File: config.mk
export PLATFORM = sky130hd
export DESIGN_NAME = zlp_inserter
export DESIGN_NICKNAME = d
export VERILOG_FILES = /design/src/rtl/zlp_pkg.sv /design/src/rtl/zlp_arm_eval.sv /design/src/rtl/zlp_seq.sv /design/src/rtl/zlp_req_tgl.sv /design/src/rtl/zlp_inserter.sv
export SDC_FILE = /design/constraint.sdc
export NUM_CORES = 1
export LEC_CHECK = 0
export BUFFER_PORTS_ARGS = -buffer_cell sky130_fd_sc_hd__buf_2
export CORE_AREA = 2 2 39 41
export CTS_BUF_LIST = sky130_fd_sc_hd__clkbuf_16
export CTS_CLUSTER_SIZE = 28
export DETAILED_ROUTE_END_ITERATION = 6
export DIE_AREA = 0 0 41 43
export PLACE_DENSITY_LB_ADDON = 0.15
export SYNTH_ARGS = -nofsm -noshare
export SYNTH_HDL_FRONTEND = slang
export SYNTH_SLANG_ARGS = --single-unit
File: constraint.sdc
create_clock -name clk -period 1 [get_ports clk]
set_input_delay 0.05 -clock clk [delete_from_list [all_inputs] [get_ports clk]]
set_output_delay 0.05 -clock clk [all_outputs]
set_load 0.02 [all_outputs]
File: src/rtl/zlp_pkg.sv
package zlp_pkg;

    typedef enum logic [1:0] {
        ZS_IDLE   = 2'd0,
        ZS_SHORT  = 2'd1,
        ZS_FULL   = 2'd2,
        ZS_ZLP    = 2'd3
    } zlp_state_e;

    typedef struct packed {
        logic final_wr;
        logic arm;
    } wr_eval_t;

    typedef struct packed {
        logic fire;
        logic zlp;
    } seq_out_t;

    function automatic logic size_fills(input logic [15:0] bytes, input logic [15:0] maxp);
        return bytes == maxp;
    endfunction

endpackage

File: src/rtl/zlp_arm_eval.sv
module zlp_arm_eval
    import zlp_pkg::*;
#(
    parameter int CNT_W = 11
) (
    input  logic             auto_dma_en,
    input  logic             zlp_en,
    input  logic             req_irq_en,
    input  logic [CNT_W-1:0] max_pkt,
    input  logic             chunk_wr,
    input  logic [CNT_W-1:0] wr_bytes,
    input  logic             units_zero,
    output wr_eval_t         ev
);
    localparam int PADW = 16 - CNT_W;

    logic fills;

    always_comb begin
        fills       = size_fills({{PADW{1'b0}}, wr_bytes}, {{PADW{1'b0}}, max_pkt});
        ev.final_wr = chunk_wr & auto_dma_en & units_zero;
        ev.arm      = ev.final_wr & zlp_en & req_irq_en & fills;
    end

endmodule

File: src/rtl/zlp_seq.sv
module zlp_seq
    import zlp_pkg::*;
(
    input  logic     clk,
    input  logic     rst,
    input  logic     auto_dma_en,
    input  logic     zlp_en,
    input  logic     in_done,
    input  wr_eval_t ev,
    output seq_out_t so
);
    zlp_state_e st, st_nx;
    logic       fire;

    always_comb begin
        st_nx = st;
        fire  = 1'b0;
        unique case (st)
            ZS_IDLE: begin
                if (ev.final_wr) begin
                    st_nx = ev.arm ? ZS_FULL : ZS_SHORT;
                end else if (in_done && !auto_dma_en) begin
                    fire = 1'b1;
                end
            end
            ZS_SHORT: begin
                if (in_done) begin
                    st_nx = ZS_IDLE;
                    fire  = 1'b1;
                end
            end
            ZS_FULL: begin
                if (in_done) begin
                    if (zlp_en && auto_dma_en) begin
                        st_nx = ZS_ZLP;
                    end else begin
                        st_nx = ZS_IDLE;
                        fire  = 1'b1;
                    end
                end else if (!zlp_en) begin
                    st_nx = ZS_SHORT;
                end
            end
            ZS_ZLP: begin
                if (!zlp_en || in_done) begin
                    st_nx = ZS_IDLE;
                    fire  = 1'b1;
                end
            end
            default: st_nx = ZS_IDLE;
        endcase
    end

    always_ff @(posedge clk) begin
        if (rst) st <= ZS_IDLE;
        else     st <= st_nx;
    end

    always_comb begin
        so.fire = fire;
        so.zlp  = (st == ZS_ZLP);
    end

endmodule

File: src/rtl/zlp_req_tgl.sv
module zlp_req_tgl (
    input  logic clk,
    input  logic rst,
    input  logic fire,
    input  logic req_clr,
    input  logic in_done,
    output logic req_flag,
    output logic data_tgl
);
    always_ff @(posedge clk) begin
        if (rst) begin
            req_flag <= 1'b0;
            data_tgl <= 1'b0;
        end else begin
            req_flag <= fire | (req_flag & ~req_clr);
            if (in_done) data_tgl <= ~data_tgl;
        end
    end

endmodule

File: src/rtl/zlp_inserter.sv
module zlp_inserter
    import zlp_pkg::*;
#(
    parameter int CNT_W = 11
) (
    input  logic             clk,
    input  logic             rst,
    input  logic             auto_dma_en,
    input  logic             zlp_en,
    input  logic             req_irq_en,
    input  logic [CNT_W-1:0] max_pkt,
    input  logic             chunk_wr,
    input  logic [CNT_W-1:0] wr_bytes,
    input  logic             units_zero,
    input  logic             in_done,
    input  logic             req_clr,
    output logic             send_zlp,
    output logic             req_flag,
    output logic             data_tgl
);
    wr_eval_t ev;
    seq_out_t so;

    zlp_arm_eval #(.CNT_W(CNT_W)) u_eval (
        .auto_dma_en (auto_dma_en),
        .zlp_en      (zlp_en),
        .req_irq_en  (req_irq_en),
        .max_pkt     (max_pkt),
        .chunk_wr    (chunk_wr),
        .wr_bytes    (wr_bytes),
        .units_zero  (units_zero),
        .ev          (ev)
    );

    zlp_seq u_seq (
        .clk         (clk),
        .rst         (rst),
        .auto_dma_en (auto_dma_en),
        .zlp_en      (zlp_en),
        .in_done     (in_done),
        .ev          (ev),
        .so          (so)
    );

    zlp_req_tgl u_rt (
        .clk      (clk),
        .rst      (rst),
        .fire     (so.fire),
        .req_clr  (req_clr),
        .in_done  (in_done),
        .req_flag (req_flag),
        .data_tgl (data_tgl)
    );

    assign send_zlp = so.zlp;

endmodule

==> results.ini <==
[sta]
finalHoldViolCount=0
fmax_mhz=997
fin_skew_ns=0.000173
worst_pin_slew_ns=0.166
finalSetupViolations=1
period_needed_ns=1.00
final-max-slew-violation-count=0
rsz0062_at_grt=yes
period_share_pct=100
tns_ns=-0.00343
timing.final.ws_setup_ns=-0.00343
hold_ws_ns=0.0453
slew_headroom_pct=88.9

[routing]
drt_iter0_markers=3
dr.pass1.iters=2
wire_per_inst_um=8.61
drt_wl_total_um=861
via_per_inst=4.42
drc=0
antenna_left=0
vias=442

[outcome]
outcome=finished, violations left
failed_checks=negative setup slack

[clocking]
cts.clk_slew.worst_paths_ns=0.03
clock-sinks=4
cts_tree=built
clock_latency_ns=0.22
cts_buffers=3
clock-root-buffer=clkbuf_16
htree_levels=1
cts_max_path_buffers=2

[power]
ir_drop_mv=0.701
powerDensity_nw_per_um2=1510
p_leak_nw=0.310

[placement]
place_congestion=0.606
numPortBuffers=33
dp_hpwl_um=741

[finish]
final_cell_mix=buf_2, xnor2_1, buf_4, dfxtp_1
nNetsFinal=117
multiInputGateArea_um2=278
regArea_um2=80.1
layout-drive-gt1-share_pct=54.8
fin_util_pct=47.8
synthToLayoutAreaGrowth_pct=86.9
fillers=140
final_common_cell=buf_2
num_antenna_cells=0

[worst_setup_path]
crit_buf_inv=1
crit_type=register to register
crit_chain=inv_2 -> nand4_1 -> or3_1 -> o22ai_1
crit_path_max_incr_delay_ns=0.34
worst_ep_arrival_time_ns=1.15
cp-start-kind=register
cp-end-kind=register
cp_data_required_time_ns=1.15
worstPathMaxFanout=3
worst_path_max_delay_cell=or3_1
path_delay_family=simple AND/OR/NAND/NOR gates

[floorplan]
ios=34
num_rows=14
start_util_pct=25.6
core-area_um2=1380
fp.dieW_um=41
fp.dieH_um=43
die_area_um2=1760

[synthesis]
synth_area_um2=354
netlist_instances=45
synth-edff-count=0
synth_cell_types=22
synth.avg_cell_area_um2=7.87
ys.flop_type=dfxtp_1
synth-seq-cells=4
synth_async_sr_flop_share_pct=0
ys_seq_area_share_pct=22.6
yosysWarnings=0
synthesis.nets=76

[global_route]
grt_pass1_wl_um=1300
grt_pass1_vias=370
grt_max_degree=8
grt_use_total_pct=11.5
antenna_found_initial=0
overflow=0

[job]
cap_violations=0

[hold_path]
min_path_type=primary input to register

cells in the mapped netlist (all sizes together), types with 2 or more instances:
cell type	count	area, µm²
xnor2	9	78.8
dfxtp	4	80.1
nand2	3	11.3
nand4	3	18.8
xor2	3	26.3
a21oi	2	10.0
a31oi	2	12.5
inv	2	7.51
nand2b	2	12.5
nor2	2	7.51
nor3	2	15.0
o21ai	2	10.0
path summary, 6_finish.rpt:
kind	startpoint	endpoint	slack [ns]	cells after the start
setup / recovery	u_seq.st[0]	u_seq.st[0]	-0.003	4
hold / removal	rst	u_rt.req_flag	0.05	2
setup reg to reg	u_seq.st[0]	u_seq.st[0]	-0.003	4
hold reg to reg	u_rt.req_flag	u_rt.req_flag	0.46	2
kinds of logic after synthesis:
family | after synthesis | share of synthesized area (%)
compound gates | 10 | 18.0
xor+xnor | 12 | 29.7
flops | 4 | 22.6
buf+inv | 3 | 3.18
simple gates | 16 | 26.5
timing repair:
action / 4_1_cts / 5_1_grt
pin swaps: 0 / 0
setup endpoints to repair: 3 / 4
resized for setup: 5 / 3
hold buffers: 0 / 0
buffers inserted: 0 / 1
sequential cells by signal (all words and copies together) (netlist names):
signal / flops
u_rt.req_flag: 1
u_seq.st: 2
u_rt.data_tgl: 1
final cells by class:
type / instances / share of cell area [%]
Sequential cell: 4 / 12.1
Multi-Input combinational cell: 38 / 42.0
Tap cell: 16 / 3.02
Inverter: 2 / 1.13
Timing Repair Buffer: 37 / 30.4
Clock buffer: 3 / 11.3
metrics by stage:
step                cell area, µm²  setup slack, ns  cells  power [W]
floorplan                      354          -0.0145     45   0.000278
global placement               558           -0.151     96   0.000373
detailed placement             558           -0.171     96   0.000375
CTS                            649          -0.0190     99    0.00101
global route                   662          -0.0738    100    0.00104
finish                         662         -0.00343    100    0.00100
power breakdown:
| part | leakage (nW) | total [W] | internal, W | switching, W |
|---|---|---|---|---|
| registers | 0.0330 | 0.000183 | 0.000174 | 0.00000897 |
| clock network | 0.0370 | 0.000619 | 0.000510 | 0.000108 |
| logic | 0.240 | 0.000199 | 0.000113 | 0.0000859 |
layer usage:
metal | vias to the layer above | track usage, % | share of wire (%)
met3 | 0 | 4.71 | 8.9
met5 | - | 0 | 0
met2 | 21 | 15.6 | 49
li1 | 236 | - | -
met1 | 185 | 12.1 | 42
met4 | 0 | 12.0 | 0
Power figures use the tool's default switching activity.
